==> src/rtl/dmairq_pkg.sv <==
package dmairq_pkg;

    localparam int NUM_CLS = 4;
    localparam int REG_AW  = 12;

    typedef enum logic [1:0] {
        CLS_CHAIN = 2'd0,
        CLS_NODE  = 2'd1,
        CLS_ERR_A = 2'd2,
        CLS_ERR_B = 2'd3
    } ev_cls_e;

    localparam logic [REG_AW-1:0] OFS_SUMMARY   = 12'h000;
    localparam logic [REG_AW-1:0] OFS_STAT_BASE = 12'h004;
    localparam logic [REG_AW-1:0] OFS_MASK_BASE = 12'h018;
    localparam logic [REG_AW-1:0] OFS_RAW_BASE  = 12'h600;
    localparam logic [REG_AW-1:0] OFS_PRIO      = 12'h688;
    localparam logic [REG_AW-1:0] OFS_BUSY      = 12'h690;
    localparam int STAT_STRIDE = 4;
    localparam int RAW_STRIDE  = 8;

    typedef enum logic [2:0] {
        SEL_NONE,
        SEL_SUMMARY,
        SEL_STAT,
        SEL_MASK,
        SEL_RAW,
        SEL_PRIO,
        SEL_BUSY
    } reg_sel_e;

    typedef struct packed {
        reg_sel_e   sel;
        logic [1:0] cls;
    } reg_dec_t;

    function automatic reg_dec_t decode_addr(input logic [REG_AW-1:0] a);
        reg_dec_t d;
        d.sel = SEL_NONE;
        d.cls = 2'd0;
        if (a == OFS_SUMMARY) d.sel = SEL_SUMMARY;
        if (a == OFS_PRIO)    d.sel = SEL_PRIO;
        if (a == OFS_BUSY)    d.sel = SEL_BUSY;
        for (int c = 0; c < NUM_CLS; c++) begin
            if (a == OFS_STAT_BASE + REG_AW'(STAT_STRIDE * c)) begin
                d.sel = SEL_STAT; d.cls = 2'(c);
            end
            if (a == OFS_MASK_BASE + REG_AW'(STAT_STRIDE * c)) begin
                d.sel = SEL_MASK; d.cls = 2'(c);
            end
            if (a == OFS_RAW_BASE + REG_AW'(RAW_STRIDE * c)) begin
                d.sel = SEL_RAW; d.cls = 2'(c);
            end
        end
        return d;
    endfunction

endpackage

==> src/rtl/dmairq_decode.sv <==
module dmairq_decode
    import dmairq_pkg::*;
(
    input  logic              valid_i,
    input  logic              write_i,
    input  logic [REG_AW-1:0] addr_i,
    output logic [NUM_CLS-1:0] mask_we_o,
    output logic [NUM_CLS-1:0] clr_we_o,
    output logic              prio_we_o,
    output logic              rd_req_o,
    output reg_dec_t          dec_o
);
    always_comb begin
        dec_o     = decode_addr(addr_i);
        mask_we_o = '0;
        clr_we_o  = '0;
        prio_we_o = 1'b0;
        rd_req_o  = valid_i && !write_i;
        if (valid_i && write_i) begin
            unique case (dec_o.sel)
                SEL_MASK: mask_we_o[dec_o.cls] = 1'b1;
                SEL_RAW:  clr_we_o[dec_o.cls]  = 1'b1;
                SEL_PRIO: prio_we_o            = 1'b1;
                default:  ;
            endcase
        end
    end
endmodule

==> src/rtl/dmairq_class.sv <==
module dmairq_class #(
    parameter int NUM_CH = 16
) (
    input  logic              clk,
    input  logic              rst,
    input  logic [NUM_CH-1:0] ev_i,
    input  logic              mask_we_i,
    input  logic              clr_we_i,
    input  logic [NUM_CH-1:0] wdata_i,
    output logic [NUM_CH-1:0] raw_o,
    output logic [NUM_CH-1:0] mask_o,
    output logic [NUM_CH-1:0] masked_o
);
    logic [NUM_CH-1:0] raw_q, mask_q, clr_bits;

    assign clr_bits = clr_we_i ? wdata_i : '0;

    always_ff @(posedge clk) begin
        if (rst) begin
            raw_q  <= '0;
            mask_q <= '0;
        end else begin
            // a new event outranks a clear of the same bit
            raw_q <= (raw_q & ~clr_bits) | ev_i;
            if (mask_we_i) mask_q <= wdata_i;
        end
    end

    assign raw_o    = raw_q;
    assign mask_o   = mask_q;
    assign masked_o = raw_q & mask_q;
endmodule

==> src/rtl/dmairq_top.sv <==
module dmairq_top
    import dmairq_pkg::*;
#(
    parameter int NUM_CH = 16,
    parameter int DATA_W = 32
) (
    input  logic              clk,
    input  logic              rst,
    input  logic [NUM_CH-1:0] ev_chain_i,
    input  logic [NUM_CH-1:0] ev_node_i,
    input  logic [NUM_CH-1:0] ev_err_a_i,
    input  logic [NUM_CH-1:0] ev_err_b_i,
    input  logic [NUM_CH-1:0] busy_i,
    input  logic              reg_valid_i,
    input  logic              reg_write_i,
    input  logic [REG_AW-1:0] reg_addr_i,
    input  logic [DATA_W-1:0] reg_wdata_i,
    output logic              rd_valid_o,
    output logic [DATA_W-1:0] rd_data_o,
    output logic              irq_o
);
    logic [NUM_CLS-1:0][NUM_CH-1:0] ev_vec, raw_q, mask_q, masked;
    logic [NUM_CLS-1:0]             mask_we, clr_we;
    logic                           prio_we, rd_req;
    reg_dec_t                       dec;
    logic [NUM_CH-1:0]              summary;
    logic [DATA_W-1:0]              prio_q, rd_next, rd_data_q;
    logic                           rd_valid_q;

    assign ev_vec[CLS_CHAIN] = ev_chain_i;
    assign ev_vec[CLS_NODE]  = ev_node_i;
    assign ev_vec[CLS_ERR_A] = ev_err_a_i;
    assign ev_vec[CLS_ERR_B] = ev_err_b_i;

    dmairq_decode u_dec (
        .valid_i   (reg_valid_i),
        .write_i   (reg_write_i),
        .addr_i    (reg_addr_i),
        .mask_we_o (mask_we),
        .clr_we_o  (clr_we),
        .prio_we_o (prio_we),
        .rd_req_o  (rd_req),
        .dec_o     (dec)
    );

    for (genvar c = 0; c < NUM_CLS; c++) begin : g_cls
        dmairq_class #(.NUM_CH(NUM_CH)) u_cls (
            .clk       (clk),
            .rst       (rst),
            .ev_i      (ev_vec[c]),
            .mask_we_i (mask_we[c]),
            .clr_we_i  (clr_we[c]),
            .wdata_i   (reg_wdata_i[NUM_CH-1:0]),
            .raw_o     (raw_q[c]),
            .mask_o    (mask_q[c]),
            .masked_o  (masked[c])
        );
    end

    always_comb begin
        summary = '0;
        for (int c = 0; c < NUM_CLS; c++) summary |= masked[c];
    end

    assign irq_o = |summary;

    always_comb begin
        rd_next = '0;
        unique case (dec.sel)
            SEL_SUMMARY: rd_next[NUM_CH-1:0] = summary;
            SEL_STAT:    rd_next[NUM_CH-1:0] = masked[dec.cls];
            SEL_MASK:    rd_next[NUM_CH-1:0] = mask_q[dec.cls];
            SEL_RAW:     rd_next[NUM_CH-1:0] = raw_q[dec.cls];
            SEL_BUSY:    rd_next[NUM_CH-1:0] = busy_i;
            SEL_PRIO:    rd_next             = prio_q;
            default:     rd_next             = '0;
        endcase
    end

    always_ff @(posedge clk) begin
        if (rst) begin
            prio_q     <= '0;
            rd_valid_q <= 1'b0;
            rd_data_q  <= '0;
        end else begin
            if (prio_we) prio_q <= reg_wdata_i;
            rd_valid_q <= rd_req;
            if (rd_req) rd_data_q <= rd_next;
        end
    end

    assign rd_valid_o = rd_valid_q;
    assign rd_data_o  = rd_data_q;
endmodule

==> config.mk <==
export PLATFORM = sky130hd
export DESIGN_NAME = dmairq_top
export DESIGN_NICKNAME = d
export VERILOG_FILES = /design/src/rtl/dmairq_pkg.sv /design/src/rtl/dmairq_decode.sv /design/src/rtl/dmairq_class.sv /design/src/rtl/dmairq_top.sv
export SDC_FILE = /design/constraint.sdc
export NUM_CORES = 1
export LEC_CHECK = 0
export ABC_AREA = 1
export BUFFER_PORTS_ARGS = -buffer_cell sky130_fd_sc_hd__buf_4
export CAP_MARGIN = 40
export CORE_MARGIN = 3
export CORE_UTILIZATION = 50
export CTS_CLUSTER_DIAMETER = 120
export DETAILED_ROUTE_END_ITERATION = 16
export GPL_TIMING_DRIVEN = 1
export PLACE_DENSITY = 0.81
export SYNTH_ARGS = -nofsm -noshare
export SYNTH_HDL_FRONTEND = slang
export SYNTH_SLANG_ARGS = --single-unit
==> constraint.sdc <==
create_clock -name clk -period 2 [get_ports clk]
set_clock_uncertainty 0.15 [all_clocks]
set_input_delay 0.4 -clock clk [delete_from_list [all_inputs] [get_ports clk]]
set_output_delay 0.4 -clock clk [all_outputs]
set_load 0.005 [all_outputs]
# Yosys cells after proc, flatten, opt, wreduce, memory -nomap -nowiden
# Cells that the tools add are included.
[op_classes]
order_cmp = 2
eq_ne = 20
n_mux = 35
bitwise_logic = 19
reduce_logical = 6
[op_table]
columns = ["cell", "n"]
rows = [
  ["$and A16 B16 Y16", 8],
  ["$mux W16", 8],
  ["$or A16 B16 Y16", 7],
  ["$bmux W16 S2", 3],
  ["$pmux W16 S6", 1],
  ["$eq A12 B11 Y1 const B", 6],
  ["$not A16 Y16", 4],
  ["$mux W5", 12],
  ["$eq A12 B5 Y1 const B", 3],
  ["$eq A12 B4 Y1 const B", 2],
  ["$eq A12 B6 Y1 const B", 2],
  ["$mux W4", 4],
  ["$reduce_or A16 Y1", 1],
  ["$eq A12 B3 Y1 const B", 1],
  ["$logic_not A12 Y1", 1],
  ["$eq A3 B3 Y1 const B", 3],
  ["$eq A3 B2 Y1 const B", 2],
  ["$mux W3", 2],
  ["$mux W1", 4],
  ["$eq A3 B1 Y1 const B", 1],
  ["$logic_and A1 B1 Y1", 3],
  ["$lt A2 B3 Y1 const B", 1],
  ["$demux W1 S2", 1],
  ["$ge A2 B1 Y1 const B", 1],
  ["$logic_not A1 Y1", 1],
]
[totals]
ff_bits = 193
in_bits = 128
output_inout_bits = 34
elab_cells = 93

# Depth between registers and ports, before layout
[logic_depth]
ltp_word = 26
mapped_depth = 17
mapped_depth_nobuf = 15

# Modules after synthesis
# Synthesis repeated with hierarchy kept, for this count alone.
[unflattened]
hier_cells = 1917
hier_area_um2 = 11730.0
[by_module_without_submodules]
columns = ["module", "instances", "cells_per_inst", "area_per_inst_um2", "seq_area_each_um2"]
rows = [
  ["dmairq_class", 4, 185, 1412.6, 640.6],
  ["dmairq_top", 1, 1065, 5542.8, 1301.2],
  ["dmairq_decode", 1, 112, 536.8, 0.0],
]

# Worst setup path after synthesis
# OpenSTA, ideal clock, no wires.
[synth_timing]
path_type = "input -> register"
start = "input reg_addr_i[6]"
end = "register g_cls[2].u_cls.mask_q[1]"
setup_time_ns = 0.119
arrival_ns = 1.788
t_required_ns = 1.731
path_slack_ns = -0.057
cell_stages = 13
n_path_buf = 1
cell_sequence = "inv_1 nand2_1 nor2_4 nand2_1 nor2_1 nor2_1 nand4_2 nand2_4 inv_2 nand3_2 buf_4 o21ai_0 a21oi_1"
[synth_between]
elab_chain_len = 19
elab_cells_between_ends = 38
classes_between = "2 x order compare; 15 x eq/ne; 19 x mux; 2 x reduce/logical"
[synth_rtl]
columns = ["item", "line_no", "text"]
rows = [
  ["start, declared", "dmairq_top.sv:16", "input logic [REG_AW-1:0] reg_addr_i,"],
  ["$logic_not A12 Y1", "dmairq_pkg.sv:41", "if (a == OFS_SUMMARY) d.sel = SEL_SUMMARY;"],
  ["$mux W1", "dmairq_pkg.sv:41", ""],
  ["$mux W3", "dmairq_pkg.sv:42", "if (a == OFS_PRIO) d.sel = SEL_PRIO;"],
  ["$mux W3", "dmairq_pkg.sv:43", "if (a == OFS_BUSY) d.sel = SEL_BUSY;"],
  ["$mux W5", "dmairq_pkg.sv:45", "if (a == OFS_STAT_BASE + REG_AW'(STAT_STRIDE * c)) begin"],
  ["$mux W5", "dmairq_pkg.sv:48", "if (a == OFS_MASK_BASE + REG_AW'(STAT_STRIDE * c)) begin"],
  ["$mux W5", "dmairq_pkg.sv:51", "if (a == OFS_RAW_BASE + REG_AW'(RAW_STRIDE * c)) begin"],
  ["$mux W5", "dmairq_pkg.sv:45", ""],
  ["[3 not listed]", "-", ""],
  ["$mux W5", "dmairq_pkg.sv:48", ""],
  ["$mux W5", "dmairq_pkg.sv:51", ""],
  ["$mux W5", "dmairq_pkg.sv:45", ""],
  ["$mux W5", "dmairq_pkg.sv:48", ""],
  ["$mux W5 *", "dmairq_pkg.sv:51", ""],
  ["parallel branches: the longest is 1 deep, another holds $lt A2 B3 Y1", "-", ""],
  ["$mux W4 *", "dmairq_decode.sv:20", "unique case (dec_o.sel)"],
  ["$mux W4 *", "dmairq_decode.sv:19", "if (valid_i && write_i) begin"],
  ["end signal, assigned", "dmairq_class.sv:25", "if (mask_we_i) mask_q <= wdata_i;"],
  ["end, declared", "dmairq_class.sv:14", "logic [NUM_CH-1:0] raw_q, mask_q, clr_bits;"],
]
# Every way passes the cells marked *.
# A chain may end at the register's enable or synchronous reset.

# Worst setup path in the final report
[layout_timing]
start = "register g_cls[1].u_cls.raw_q[9]"
end = "output irq_o"
[layout_between]
elab_chain_len = 5
[layout_rtl]
columns = ["item", "line_no", "text"]
rows = [
  ["start, declared", "dmairq_class.sv:14", ""],
  ["start signal, assigned", "dmairq_class.sv:24", "raw_q <= (raw_q & ~clr_bits) | ev_i;"],
  ["$and A16 B16 Y16", "dmairq_class.sv:31", "assign masked_o = raw_q & mask_q;"],
  ["$or A16 B16 Y16 (3 in a row)", "dmairq_top.sv:62", "for (int c = 0; c < NUM_CLS; c++) summary |= masked[c];"],
  ["$reduce_or A16 Y1", "dmairq_top.sv:65", "assign irq_o = |summary;"],
  ["end, declared", "dmairq_top.sv:20", "output logic irq_o"],
]
# Every way passes these cells.

==> results.md <==
- Reg area: 0.00388 sq mm
- Overall Global Routing Usage: 31.2%
- Critical path's slowest cell: dfxtp_1
- NumNets Final: 1850
- Vias in the first global route: 10.5k
- Fillcell total: 1511
- Grt total ovfl: 0
- Hold Crit Class: primary input to flop
- Crit. End Element: output port
- GRT busiest layer: met2
- Post-synth top cells: nand2_1 (370), dfxtp_1 (193), a21oi_1 (189)
- EDFF count, synth: 0
- Synthesis-to-layout area growth: 35.4%
- Final Max Tran Viols: 0
- Final setup fails: 2
- Layout cell share with drive strength beyond 1: 25.1%
- Seq/Total Area, Yosys: 40.1%
- Global-route wire length before repair: 51.8 mm
- Most common cell in the netlist: nand2_1
- CTS tree: built
- Mapped Area: 0.00964 sq mm
- Family with the most delay on the worst path: simple AND/OR/NAND/NOR gates
- Top post-synthesis cells by area: dfxtp_1 (40%), nand2_1 (14%), a21oi_1 (9.8%)
- Worst slew pin tran: 0.416 ns
- Antenna-violating nets left: 0
- RSZ-0062 raised after global routing: true
- GPL Wtd Cong: 0.982
- Cells after synthesis: 1474
- Tmin final: 2.34 ns
- Crit path DAT: 1.79 ns
- Fmax: 428 MHz
- Avg Cell Area, Syn: 6.54 sq um
- Clk buf depth: 2
- Post-route setup slack: -0.338 ns
- DRT Pass-1 Iters: 6
- Root Buffer: clkbuf_16
- I/O pin cnt: 162
- Chip width: 145 um
- Largest area contributor in the netlist: dfxtp_1
- Worst endpoint required time: 1.45 ns
- Synth top area share: 40.1%
- Yosys warnings: 0
- Post-synth net total: 1602
- DR iter-0 viols: 1519
- Total length of routed wires: 35.3 mm
- Die Ht: 145 um
- Starting Density: 51.2%
- Distinct cell type count after synthesis: 29
- Main synth FF type: dfxtp_1
- Core area: 0.0188 sq mm
- GR Util met1: 39.9%
- Vias: 11.4k
- Fin crit share: 117%
- Die area: 0.0210 sq mm
- Num Clock Sinks: 193
- Pre-CTS WS: -0.515 ns
- Port-buffer cells: 161
- FP Rows: 50
- Yosys reg bits: 193
- Status: complete, but fails checks
- VDD IR-drop max: 0.000549 V
- Slew headroom: 72.3%
- CTS Buf Count: 17
- Cell area power density: 628 mW/mm^2
- Critical path class: flop to output port
- Slowest Stage Delay on Critical Path: 0.34 ns
- Clk Latency, worst-skew pair: 0.44 ns
- H-tree levels: 4
- DP HPWL: 23.4 mm
- Max Fanout on Critical Path: 3
- WL/cell: 17.7 um
- Area of the multi-input gates: 0.00494 sq mm
- Via/cell ratio: 5.70
- CP Cell Sequence: nand2_1 > nand4_1 > nor4_2 > nand4_1 > buf_4
- CP bufs+invs: 1
- Pin count of the biggest net entering global routing: 83
- Worst-path clk slew: 0.07 ns
- Max-cap violations: 0
- CP dominant cell by count: nand4_1
- Post-route design area: 0.0131 sq mm
- Critical Path Source Type: flop
- Finished Core Util: 69.3%
- # DRC: 0
- Worst hold slack: 0.0442 ns
- Cell Area, Placed: 0.0120 sq mm
- M3 GR Usage: 7.13%
- Final Hold Viols: 0
- Fin Setup TNS: -0.363 ns
- Failing checks: negative setup slack
- Initial antenna violation count: 0
- Leakage power: 6.07 nW
- Async S/R FF share, synth: 0%
- Met2 Use GR: 50.0%
-- worst paths after layout --
kind,start,end,slack [ns],cells past startpoint
hold reg to reg,prio_q[22],prio_q[22],0.30,2
setup / recovery,g_cls[1].u_cls.raw_o[9],irq_o,-0.34,5
hold / removal,ev_chain_i[8],g_cls[0].u_cls.raw_o[8],0.04,3
setup reg to reg,g_cls[3].u_cls.mask_o[8],rd_data_o[8],0.05,14
-- placed cells by master, fill, tap and decap left out, types with 4 or more instances in the layout --
master | netlist | routed
nor4_2 | 0 | 4
o21ai_0 | 172 | 170
inv_6 | 0 | 4
nor2_4 | 4 | 9
o21ai_1 | 17 | 19
inv_2 | 13 | 12
nand2_2 | 3 | 23
nor2_1 | 73 | 65
nand2_4 | 2 | 4
a21oi_1 | 189 | 189
nand2_1 | 370 | 347
dfxtp_1 | 193 | 182
dfxtp_2 | 0 | 11
nand3_1 | 111 | 104
nand4_1 | 39 | 39
buf_6 | 0 | 14
nand3_4 | 1 | 5
nor2_2 | 8 | 11
buf_4 | 6 | 274
inv_1 | 179 | 176
nand3_2 | 7 | 10
clkbuf_16 | 0 | 18
buf_12 | 0 | 17
-- power by group --
part / switching [mW] / internal, mW / leakage, nW / total [mW]
registers: 0.0905 / 3.95 / 1.58 / 4.04
logic: 0.367 / 0.350 / 4.21 / 0.717
clock network: 1.63 / 1.80 / 0.287 / 3.43
total: 2.09 / 6.11 / 6.07 / 8.19
-- routing by layer --
metal	vias to the layer above	routed length, um
li1	5292	-
met1	5147	13200
met2	773	16100
met3	169	4180
met4	0	1800
met5	-	0
-- stage by stage --
| step | instances | total power, mW |
|---|---|---|
| 6_report | 1996 | 8.19 |
| 5_1_grt | 1995 | 8.44 |
| 4_1_cts | 1985 | 8.16 |
| 3_5_place_dp | 1938 | 4.81 |
| 3_3_place_gp | 1938 | 4.79 |
| 2_1_floorplan | 1474 | 4.39 |
-- flip-flops by register name (all words and copies together), names as in the netlist --
signal / flops
prio_q: 32
g_cls.u_cls.raw_o: 64
rd_data_o: 32
g_cls.u_cls.mask_o: 64
rd_valid_o: 1
-- kinds of logic (layout without fill, tap and decap cells) --
logic type      after synthesis  count (layout)  share of synthesized area (%)
compound gates              379             379                           19.7
buf+inv                     271             532                           11.1
other cells                   0               1                              0
simple gates                631             631                           29.1
flops                       193             193                           40.1
-- repair_timing --
action / 4_1_cts / 5_1_grt
gates resized for setup: 19 / 67
pin swaps: 12 / 33
gates cloned: 0 / 1
setup buffers: 15 / 12
setup endpoints to repair: 15 / 66
hold endpoints to repair: 0 / 0
hold buffers: 0 / 0
-- layout make-up --
| type | count | share of cell area, % |
|---|---|---|
| inverter | 194 | 5.67 |
| tap | 260 | 2.49 |
| timing repair buffer | 306 | 19.8 |
| multi-input combinational | 1010 | 37.8 |
| antenna | 1 | 0.0192 |
| clock buffer | 19 | 3.39 |
| clock inverter | 13 | 1.11 |
| sequential | 193 | 29.7 |
-- worst reg2reg max path: cells and delay by family (launching register included) --
family,cells,cell delay (ns)
simple gates,6,0.53
flops,1,0.33
buf+inv,8,0.84
(Power assumes the default switching activity.)
